## src/rtl/bool_bit_pkg.sv

```systemverilog
package bool_bit_pkg;

  typedef enum logic [3:0] {
    OP_SETC    = 4'd0,
    OP_CLRC    = 4'd1,
    OP_CPLC    = 4'd2,
    OP_SETB    = 4'd3,
    OP_CLRB    = 4'd4,
    OP_CPLB    = 4'd5,
    OP_ANDC    = 4'd6,
    OP_ANDNC   = 4'd7,
    OP_ORC     = 4'd8,
    OP_ORNC    = 4'd9,
    OP_LDC     = 4'd10,
    OP_STC     = 4'd11,
    OP_JSET    = 4'd12,
    OP_JCLR    = 4'd13,
    OP_JSETCLR = 4'd14,
    OP_NONE    = 4'd15
  } bit_op_e;

  typedef enum logic [1:0] {
    ST_IDLE  = 2'd0,
    ST_READ  = 2'd1,
    ST_WRITE = 2'd2
  } seq_state_e;

  function automatic logic op_uses_mem(bit_op_e op);
    return (op >= OP_SETB) && (op <= OP_JSETCLR);
  endfunction

  function automatic logic op_is_rmw(bit_op_e op);
    return (op == OP_SETB) || (op == OP_CLRB) || (op == OP_CPLB) ||
           (op == OP_STC)  || (op == OP_JSETCLR);
  endfunction

endpackage

```

## src/rtl/bool_addr_map.sv

```systemverilog
module bool_addr_map #(
  parameter int unsigned ADDR_W = 8,
  parameter int unsigned BYTE_W = 8,
  parameter logic [ADDR_W-1:0] RAM_BASE = 8'h20,
  localparam int unsigned IDX_W = $clog2(BYTE_W)
) (
  input  logic              clk_i,
  input  logic              rst_ni,
  input  logic              valid_i,
  input  logic [ADDR_W-1:0] bit_addr_i,
  output logic [ADDR_W-1:0] byte_addr_o,
  output logic [IDX_W-1:0]  bit_idx_o
);

  localparam logic [ADDR_W-1:0] RAM_SPAN = ADDR_W'(1) << (ADDR_W - 1 - IDX_W);

  always_comb begin
    bit_idx_o = bit_addr_i[IDX_W-1:0];
    if (!bit_addr_i[ADDR_W-1]) begin
      byte_addr_o = RAM_BASE + (bit_addr_i >> IDX_W);
    end else begin
      byte_addr_o = {bit_addr_i[ADDR_W-1:IDX_W], {IDX_W{1'b0}}};
    end
  end

  assert_ram_window_R2: assert property (@(posedge clk_i) disable iff (!rst_ni)
    (valid_i && !bit_addr_i[ADDR_W-1]) |->
      ((byte_addr_o >= RAM_BASE) && (byte_addr_o < RAM_BASE + RAM_SPAN)));

  assert_sfr_align_R3: assert property (@(posedge clk_i) disable iff (!rst_ni)
    (valid_i && bit_addr_i[ADDR_W-1]) |->
      (byte_addr_o[ADDR_W-1] && (byte_addr_o[IDX_W-1:0] == '0)));

endmodule

```

## src/rtl/bool_bit_alu.sv

```systemverilog
module bool_bit_alu
  import bool_bit_pkg::*;
#(
  parameter int unsigned BYTE_W = 8,
  localparam int unsigned IDX_W = $clog2(BYTE_W)
) (
  input  bit_op_e           op_i,
  input  logic [BYTE_W-1:0] byte_i,
  input  logic [IDX_W-1:0]  idx_i,
  input  logic              carry_i,
  output logic [BYTE_W-1:0] byte_o,
  output logic              carry_o,
  output logic              carry_upd_o,
  output logic              taken_o,
  output logic              wr_o
);

  logic bit_v;

  always_comb begin
    bit_v       = byte_i[idx_i];
    byte_o      = byte_i;
    carry_o     = carry_i;
    carry_upd_o = 1'b0;
    taken_o     = 1'b0;
    wr_o        = 1'b0;
    unique case (op_i)
      OP_SETC:    begin carry_o = 1'b1;              carry_upd_o = 1'b1; end
      OP_CLRC:    begin carry_o = 1'b0;              carry_upd_o = 1'b1; end
      OP_CPLC:    begin carry_o = ~carry_i;          carry_upd_o = 1'b1; end
      OP_SETB:    begin byte_o[idx_i] = 1'b1;        wr_o = 1'b1; end
      OP_CLRB:    begin byte_o[idx_i] = 1'b0;        wr_o = 1'b1; end
      OP_CPLB:    begin byte_o[idx_i] = ~bit_v;      wr_o = 1'b1; end
      OP_ANDC:    begin carry_o = carry_i & bit_v;   carry_upd_o = 1'b1; end
      OP_ANDNC:   begin carry_o = carry_i & ~bit_v;  carry_upd_o = 1'b1; end
      OP_ORC:     begin carry_o = carry_i | bit_v;   carry_upd_o = 1'b1; end
      OP_ORNC:    begin carry_o = carry_i | ~bit_v;  carry_upd_o = 1'b1; end
      OP_LDC:     begin carry_o = bit_v;             carry_upd_o = 1'b1; end
      OP_STC:     begin byte_o[idx_i] = carry_i;     wr_o = 1'b1; end
      OP_JSET:    taken_o = bit_v;
      OP_JCLR:    taken_o = ~bit_v;
      OP_JSETCLR: begin taken_o = bit_v; wr_o = bit_v; byte_o[idx_i] = 1'b0; end
      default:    ;
    endcase
  end

endmodule

```

## src/rtl/bool_bit_unit.sv

```systemverilog
module bool_bit_unit
  import bool_bit_pkg::*;
#(
  parameter int unsigned ADDR_W = 8,
  parameter int unsigned BYTE_W = 8,
  parameter logic [ADDR_W-1:0] RAM_BASE = 8'h20
) (
  input  logic              clk_i,
  input  logic              rst_ni,
  input  logic              start_i,
  input  logic [3:0]        op_i,
  input  logic [ADDR_W-1:0] bit_addr_i,
  input  logic              carry_i,
  output logic              busy_o,
  output logic              done_o,
  output logic              carry_o,
  output logic              carry_upd_o,
  output logic              taken_o,
  output logic [ADDR_W-1:0] mem_addr_o,
  output logic              mem_re_o,
  output logic              mem_rmw_o,
  input  logic [BYTE_W-1:0] mem_rdata_i,
  output logic              mem_we_o,
  output logic [BYTE_W-1:0] mem_wdata_o
);

  localparam int unsigned IDX_W = $clog2(BYTE_W);

  seq_state_e        state_q;
  bit_op_e           op_q, op_in, alu_op;
  logic [ADDR_W-1:0] addr_q;
  logic              cin_q, alu_cin;
  logic [BYTE_W-1:0] wbyte_q, rbyte_q;
  logic              done_q, carry_q, upd_q, taken_q, tk_hold_q;
  logic              idle, accept;

  logic [ADDR_W-1:0] byte_addr;
  logic [IDX_W-1:0]  bit_idx;
  logic [BYTE_W-1:0] alu_byte;
  logic              alu_carry, alu_upd, alu_taken, alu_wr;

  assign op_in  = bit_op_e'(op_i);
  assign idle   = (state_q == ST_IDLE);
  assign accept = start_i && idle;
  // carry-only ops resolve straight from the inputs while idle
  assign alu_op  = idle ? op_in   : op_q;
  assign alu_cin = idle ? carry_i : cin_q;

  bool_addr_map #(.ADDR_W(ADDR_W), .BYTE_W(BYTE_W), .RAM_BASE(RAM_BASE)) u_map (
    .clk_i       (clk_i),
    .rst_ni      (rst_ni),
    .valid_i     (mem_re_o),
    .bit_addr_i  (addr_q),
    .byte_addr_o (byte_addr),
    .bit_idx_o   (bit_idx)
  );

  bool_bit_alu #(.BYTE_W(BYTE_W)) u_alu (
    .op_i        (alu_op),
    .byte_i      (mem_rdata_i),
    .idx_i       (bit_idx),
    .carry_i     (alu_cin),
    .byte_o      (alu_byte),
    .carry_o     (alu_carry),
    .carry_upd_o (alu_upd),
    .taken_o     (alu_taken),
    .wr_o        (alu_wr)
  );

  always_ff @(posedge clk_i or negedge rst_ni) begin
    if (!rst_ni) begin
      state_q   <= ST_IDLE;
      op_q      <= OP_NONE;
      addr_q    <= '0;
      cin_q     <= 1'b0;
      wbyte_q   <= '0;
      rbyte_q   <= '0;
      done_q    <= 1'b0;
      carry_q   <= 1'b0;
      upd_q     <= 1'b0;
      taken_q   <= 1'b0;
      tk_hold_q <= 1'b0;
    end else begin
      done_q  <= 1'b0;
      upd_q   <= 1'b0;
      taken_q <= 1'b0;
      unique case (state_q)
        ST_IDLE: if (accept) begin
          op_q   <= op_in;
          addr_q <= bit_addr_i;
          cin_q  <= carry_i;
          if (op_uses_mem(op_in)) begin
            state_q <= ST_READ;
          end else begin
            done_q  <= 1'b1;
            upd_q   <= alu_upd;
            carry_q <= alu_carry;
          end
        end
        ST_READ: begin
          rbyte_q   <= mem_rdata_i;
          wbyte_q   <= alu_byte;
          tk_hold_q <= alu_taken;
          if (alu_wr) begin
            state_q <= ST_WRITE;
          end else begin
            state_q <= ST_IDLE;
            done_q  <= 1'b1;
            upd_q   <= alu_upd;
            carry_q <= alu_carry;
            taken_q <= alu_taken;
          end
        end
        ST_WRITE: begin
          state_q <= ST_IDLE;
          done_q  <= 1'b1;
          taken_q <= tk_hold_q;
        end
        default: state_q <= ST_IDLE;
      endcase
    end
  end

  assign busy_o      = !idle;
  assign done_o      = done_q;
  assign carry_o     = carry_q;
  assign carry_upd_o = upd_q;
  assign taken_o     = taken_q;
  assign mem_addr_o  = byte_addr;
  assign mem_re_o    = (state_q == ST_READ);
  assign mem_we_o    = (state_q == ST_WRITE);
  assign mem_rmw_o   = mem_re_o && op_is_rmw(op_q);
  assign mem_wdata_o = wbyte_q;

  assert_single_bit_wb_R5: assert property (@(posedge clk_i) disable iff (!rst_ni)
    mem_we_o |-> ($countones(mem_wdata_o ^ rbyte_q) <= 1));

  assert_write_after_read_R5: assert property (@(posedge clk_i) disable iff (!rst_ni)
    mem_we_o |-> $past(mem_re_o));

  assert_jsetclr_wb_taken_R9: assert property (@(posedge clk_i) disable iff (!rst_ni)
    (mem_we_o && (op_q == OP_JSETCLR)) |=> taken_o);

  assert_rmw_in_read_R10: assert property (@(posedge clk_i) disable iff (!rst_ni)
    mem_rmw_o |-> mem_re_o);

  assert_busy_holds_op_R11: assert property (@(posedge clk_i) disable iff (!rst_ni)
    (busy_o && start_i) |=> $stable(op_q));

  assert_flags_with_done_R12: assert property (@(posedge clk_i) disable iff (!rst_ni)
    (carry_upd_o || taken_o) |-> done_o);

endmodule

```

## config.mk

```make
export PLATFORM = sky130hd
export DESIGN_NAME = bool_bit_unit
export DESIGN_NICKNAME = d
export VERILOG_FILES = /design/src/rtl/bool_bit_pkg.sv /design/src/rtl/bool_addr_map.sv /design/src/rtl/bool_bit_alu.sv /design/src/rtl/bool_bit_unit.sv
export SDC_FILE = /design/constraint.sdc
export NUM_CORES = 1
export LEC_CHECK = 0
export BUFFER_PORTS_ARGS = -buffer_cell sky130_fd_sc_hd__buf_2
export CAP_MARGIN = 20
export CORE_MARGIN = 1.5
export CORE_UTILIZATION = 40
export DETAILED_ROUTE_END_ITERATION = 8
export PLACE_DENSITY = 0.66
export SLEW_MARGIN = 10
export SYNTH_ARGS = -nofsm -noshare
export SYNTH_HDL_FRONTEND = slang
export SYNTH_SLANG_ARGS = --single-unit
```

## constraint.sdc

```tcl
create_clock -name clk_i -period 2.2 [get_ports clk_i]
set_clock_uncertainty 0.1 [all_clocks]
set_input_delay 0.33 -clock clk_i [delete_from_list [all_inputs] [get_ports clk_i]]
set_output_delay 0.33 -clock clk_i [all_outputs]
set_load 0.005 [all_outputs]
```

==> out/qor.txt, run 1 <==
Synth Instances = 184
DP Area = 2360 um^2
via count = 1774
crit path DAT = 2.38 ns
Synthesis Warnings = 0
Worst-Skew Late Latency = 0.28 ns
Net Count, Synth = 212
Place WS = -0.168 ns
Leak Pwr = 1.28 nW
Core Area = 4380 um^2
Nets = 296
Synth Register Bits = 28
Worst slew margin = 56.8%
number of diodes = 0
Clock Path Buffers = 2
largest family of logic cells by synthesized area = compound AO/OA/AOI/OAI gates
post-synth top area share = 32.6%
XOR/XNOR Fraction of Synth Area = 0%
mux contribution to synthesized area = 16.9%
GRT Util Overall = 20.3%
CTS tree = yes
Final Slew Violations = 0
outcome = finished with violations
DP Cell Count = 304
FP Rows = 24
reg2reg end = mem_wdata_o[7]
vias in the first global route = 1732
Hold WC Path Type = primary input to register
RSZ-0062 raised after global routing = true
largest net degree at the start of global routing = 29
ratio of cells with drive above 1 in the final layout = 57.3%
primary flip-flop cell chosen by synthesis mapping = dfrtp_1
power density cells = 1740 nW/um^2
Min Clock Period, post-route = 2.31 ns
syn_area_per_cell = 10.0 um^2
vias per cell = 5.56
Simple-Gate Fraction of Synth Area = 13.9%
critical path peak fanout = 8
worst reg2reg path depth = 11
first-pass GRT wire length = 8130 um
dpl hpwl = 3330 um
Slew @ Worst Pin = 0.648 ns
Final ANT Viol Nets = 0
Post-Synthesis Cell Area = 1840 um^2
Distinct cells, synth = 48
final hold viol count = 0
Fill cells = 339
DRC viols = 0
I/O pin cnt = 48
Crit Reg-Reg Startpoint = state_q[1]
maximum vdd drop = 0.906 mV
CP max-delay cell = dfrtp_1
Detailed Routing Iterations Pass 1 = 4
Die W = 70.9 um
Req. time, crit path = 2.28 ns
leading cell types by count after synthesis = 24 x dfrtp_1, 18 x mux2_2, 12 x a21oi_1, 12 x nand2_1, 10 x nor2_1
Async SR Flop Fraction = 100%
WHS = 0.178 ns
Post-synth EDFFs = 0
total wire length = 5030 um
Final WS setup = -0.105 ns
synth top area cells = dfrtp_1 33%, mux2_2 11%, dfstp_2 5.7%, mux2i_1 4.3%, a311oi_1 3.3%
Tcrit/Tclk final = 105%
Initial Utilization = 42.1%
Yosys top cell by area = dfrtp_1
WL/cell = 15.8 um
Worst Setup Path Type = register to register
final setup fails = 11
global route total overflow = 0
htree depth = 1
Synth Area in Compound Gates = 23.5%
post-route cell area = 2730 um^2
Reg clk slew, reported paths = 0.10 ns
port bufs = 47
crit-path max cell delay = 0.40 ns
area grow syn2layout = 48.0%
fmax = 434 MHz
failing checks = setup timing
flop-to-flop setup slack = -0.11 ns
Worst Setup Start Kind = register
Final Core Density = 62.2%
clk root buf = clkbuf_8
max_cap viols = 0
CTS sink count = 28
register area share after synthesis = 38.3%
Final Non-Filler Cells = 319
Power Total = 4.74 mW
Vert. Die Dim = 70.9 um
post-route setup TNS = -0.505 ns
full die area = 5030 um^2
worst setup path endpoint = mem_wdata_o[7]
crit path launch = state_q[1]
GP Congestion = 0.844
crit end category = register
adder and majority cell fraction of the synthesized area = 2.71%
DRT iter0 DRCs = 121
antenna violations before repair = 0
critical-path cell list = inv_2 -> ha_4 -> buf_6 -> mux2i_4 -> nor3_4 -> o21ai_4 -> a21boi_4 -> buf_12 -> a31oi_1 -> a41oi_1 -> mux2_2
CTS buffer count = 3
cell with the most instances after synthesis = dfrtp_1
## placed cells by master, fill, tap and decap left out, types with 5 or more instances in the layout
master / n
a21o_1: 7
a21oi_1: 6
a21oi_2: 7
a31oi_1: 5
buf_2: 47
buf_4: 30
buf_6: 7
dfrtp_1: 23
inv_1: 5
mux2_2: 14
mux2_4: 5
mux2i_1: 6
nand2_1: 8
nand3_1: 5
nor2_1: 8
nor2b_1: 5
o21ai_0: 6
## what timing repair did
item,in CTS,in global routing
hold endpoints to repair,24,0
setup endpoints to repair,12,12
pin swaps,15,10
hold buffers,1,0
gates cloned,1,0
buffers inserted,5,7
gates resized for setup,26,27
## logic make-up after synthesis
group	after synthesis
adders and majority gates	4
muxes	28
buffers and inverters	17
and+or+nand+nor	49
DFF	28
AOI/OAI and AO/OA	58
## sequential cells by signal, indices dropped and copies added (netlist names)
| name | flops |
|---|---|
| taken_o | 1 |
| mem_wdata_o | 8 |
| op_q | 4 |
| addr_q | 8 |
| tk_hold_q | 1 |
| carry_upd_o | 1 |
| carry_o | 1 |
| state_q | 2 |
| cin_q | 1 |
| done_o | 1 |
## worst max-delay path: cells and delay by family (launching register included)
kind,cells,cell delay (ns)
simple gates,1,0.08
mux,2,0.58
fa+ha+maj,1,0.16
buf+inv,3,0.36
flops,1,0.40
compound gates,4,0.49
## worst min-delay path by stage
stage | cells after the start | from | endpoint | slack (ns)
floorplan | 0 | rst_ni | addr_q[0] | -0.07
global route | 2 | bit_addr_i[3] | addr_q[3] | 0.17
detailed placement | 1 | rst_ni | mem_wdata_o[4] | 0.29
finish | 2 | bit_addr_i[5] | addr_q[5] | 0.18
CTS | 2 | bit_addr_i[5] | addr_q[5] | 0.17
global placement | 1 | rst_ni | mem_wdata_o[4] | 0.29
## metal layers
layer	share of wire, %	global-route usage [%]	wire [um]
met5	0	0	0
met2	51	35.5	2560
met1	44	24.7	2210
met4	0.80	6.29	40
met3	4.2	4.70	209
## area by class of cell
cell class	instances	area (um^2)	share of cell area (%)
Multi-Input combinational cell	139	1270	46.6
Clock buffer	4	45.0	1.65
Sequential cell	28	707	25.9
Inverter	8	30.0	1.10
Tap cell	52	65.1	2.38
Timing Repair Buffer	88	609	22.3
## power breakdown
part / internal, mW / switching [mW]
registers: 0.794 / 0.264
clock network: 0.130 / 0.164
logic: 1.80 / 1.59
No activity file was read; power rests on OpenSTA's default activity.
==> inputs of run 2 (changes only) <==
PLACE_DENSITY = 0.65   (was 0.66)
SYNTH_HIERARCHICAL = 1   (was not set)
==> run 2 against run 1 <==
Effect of this change:
- worst hold slack worse by 0.0086 ns
- final cell count decreased by 5.6%
- non-clock buffer count is 1 higher
- clock power rose by 43%
- critical path depth shrank 1
- core utilization is 3.4 points lower
- synthesized cell count fell by 8.2%
- critical path type unchanged
- global-route usage down 2.8 points
- the flow still finishes with violations (setup timing)
- maximum frequency is 9.1% lower
- setup slack got worse by 0.23 ns
- final area is 3.5% lower
==> out/qor.txt, run 2 <==
outcome = finished with violations
failing checks = setup timing
Post-Synthesis Cell Area = 1900 um^2 (+3.0%)
worst reg2reg path depth = 10 (-1)
port bufs = 47 (unchanged)
crit end category = register
reg2reg end = mem_wdata_o[5]
GRT Util Overall = 17.4% (-2.8 points)
Initial Utilization = 42.4% (+0.38 points)
GR peak layer = met2
largest net degree at the start of global routing = 29 (unchanged)
number of diodes = 0 (unchanged)
leading cell type in the layout, fill and taps excluded = buf_2
GP Congestion = 0.802 (-5.1%)
post-route cell area = 2630 um^2 (-3.5%)
Hold WC Path Type = primary input to register
Reg clk slew, reported paths = 0.10 ns (about the same)
power density cells = 1570 nW/um^2 (-9.4%)
first-pass GRT wire length = 7120 um (-12%)
Slew @ Worst Pin = 0.636 ns (-0.0115 ns)
DRT iter0 DRCs = 101 (-17%)
Async SR Flop Fraction = 100% (unchanged)
WL/cell = 14.5 um (-8.2%)
Detailed Routing Iterations Pass 1 = 3 (-1)
Tcrit/Tclk final = 115% (+10 points)
met2 GRT Util = 27.3% (-8.3 points)
Vert. Die Dim = 71.9 um (+1.4%)
Worst Setup Start Kind = register
max_cap viols = 0 (unchanged)
syn_area_per_cell = 11.2 um^2 (+12%)
vias in the first global route = 1490 (-14%)
synth top area cells = dfrtp_1 32%, mux2_2 17%, dfstp_2 5.5%, mux2_1 4.7%, ha_1 3.3%
cell with the most instances after synthesis = mux2_2
DRC viols = 0 (unchanged)
Worst slew margin = 57.6% (+0.77 points)
flop-to-flop setup slack = -0.34 ns (-0.23 ns)
final hold viol count = 0 (unchanged)
dpl hpwl = 3200 um (-3.9%)
Net Count, Synth = 198 (-6.6%)
CTS buffer count = 3 (unchanged)
Place WS = -0.309 ns (-0.141 ns)
Nets = 279 (-5.7%)
Yosys top cell by area = dfrtp_1
I/O pin cnt = 48 (unchanged)
Min Clock Period, post-route = 2.54 ns (+0.231 ns)
DP Area = 2440 um^2 (+3.5%)
GR Layer Usage met1 = 26.0% (+1.3 points)
Die W = 71.9 um (+1.4%)
fmax = 394 MHz (-9.1%)
leading cell types by count after synthesis = 29 x mux2_2, 24 x dfrtp_1, 9 x nor2_1
FP Rows = 24 (unchanged)
RSZ-0062 raised after global routing = true
critical path peak fanout = 5 (-3)
Synthesis Warnings = 6 (+6)
Synth Instances = 169 (-8.2%)
primary flip-flop cell chosen by synthesis mapping = dfrtp_1
crit path DAT = 2.61 ns (+0.23 ns)
htree depth = 1 (unchanged)
Leak Pwr = 1.28 nW (about the same)
Distinct cells, synth = 52 (+8.3%)
full die area = 5170 um^2 (+2.9%)
GR Util met3 = 2.22% (-2.5 points)
clk root buf = clkbuf_8
post-route setup TNS = -2.54 ns (-2.04 ns)
maximum vdd drop = 0.711 mV (-21%)
antenna violations before repair = 0 (unchanged)
most frequent cells in the layout = 47 x buf_2, 40 x buf_4, 24 x dfrtp_1, 19 x mux2_4, 19 x mux2_2
Final WS setup = -0.336 ns (-0.231 ns)
Fill cells = 370 (+9.1%)
vias per cell = 5.01 (-9.9%)
Final ANT Viol Nets = 0 (unchanged)
WHS Path Cells = 2 (unchanged)
Crit Reg-Reg Startpoint = state_q[1]
CTS tree = yes
post-synth top area share = 31.6% (-0.94 points)
total wire length = 4350 um (-13%)
CTS sink count = 28 (unchanged)
Clock Path Buffers = 2 (unchanged)
via count = 1508 (-15%)
Post-synth EDFFs = 0 (unchanged)
Req. time, crit path = 2.28 ns (about the same)
Worst-Skew Late Latency = 0.28 ns (about the same)
final setup fails = 10 (-1)
Final Slew Violations = 0 (unchanged)
ratio of cells with drive above 1 in the final layout = 67.5% (+10 points)
Synth Register Bits = 28 (unchanged)
WHS Endpoint = addr_q[5]
area grow syn2layout = 38.6%
Core Area = 4470 um^2 (+2.1%)
global route total overflow = 0 (unchanged)
hold_sp = bit_addr_i[5]
Worst Setup Path Type = register to register
register area share after synthesis = 37.2% (-1.1 points)
Final Core Density = 58.8% (-3.4 points)
[run 2: cell families (layout without fill, tap and decap cells)]
logic type	count (synthesis)	count (layout)	share of synthesized area [%]
flip-flops	28	28	37.2
AO/OA/AOI/OAI	26	26	13.0
multiplexers	40	40	24.0
buffers and inverters	19	99	5.66
adder cells (fa/ha/maj)	5	5	3.29
AND/OR/NAND/NOR	51	51	16.9
[run 2: how the worst max path moves through the flow]
stage,startpoint,endpoint,slack [ns],cells past startpoint
global placement,state_q[0],mem_wdata_o[6],-0.28,10
global route,state_q[1],mem_wdata_o[5],-0.42,10
detailed placement,state_q[0],mem_wdata_o[6],-0.31,10
floorplan,state_q[0],mem_wdata_o[6],-0.45,12
finish,state_q[1],mem_wdata_o[5],-0.34,10
CTS,state_q[1],mem_wdata_o[6],-0.29,10
[run 2: area by class of cell]
cell class	count	area, um^2	share of cell area (%)
Clock buffer	3	41.3	1.57
Clock inverter	1	30.0	1.14
Inverter	6	22.5	0.856
Multi-Input combinational cell	122	1210	46.0
Sequential cell	28	706	26.8
Tap cell	52	65.1	2.47
Timing Repair Buffer	89	557	21.2
[run 2: per-layer routing]
layer  share of wire [%]  routed length, um
met5                   0                  0
met4                0.74                 32
met3                 2.5                110
met2                  46               1990
met1                  51               2220
[run 2: per-stage QoR]
stage          total power [mW]  instances  hold WS [ns]
6_report                   4.14        301         0.169
3_3_place_gp               3.49        293         0.291
4_1_cts                    4.06        299         0.169
5_1_grt                    4.44        301         0.162
3_5_place_dp               3.53        293         0.297
2_1_floorplan              2.68        169       -0.0656
[run 2: timing repair]
| action | CTS | global route |
|---|---|---|
| hold buffers | 1 | 0 |
| pin swaps | 3 | 4 |
| hold endpoints to repair | 24 | 0 |
| buffers inserted | 1 | 2 |
| gates resized for setup | 12 | 12 |
| endpoints found under the setup margin | 10 | 13 |
[run 2: report_power, final]
part	internal [mW]	total [mW]	switching, mW	leakage [nW]
Sequential	0.793	0.972	0.180	0.332
Combinational	1.57	2.75	1.18	0.910
Clock	0.244	0.421	0.177	0.0357
[run 2: worst max-delay path, cell delays in order, from the launching register on]
cell      delay [ns]
dfrtp_1         0.40
inv_2           0.08
ha_4            0.17
mux2_4          0.32
and3b_2         0.25
o21ai_2         0.06
and2b_4         0.18
nor2b_4         0.17
nand3b_1        0.13
mux2_4          0.32
mux2_4          0.25
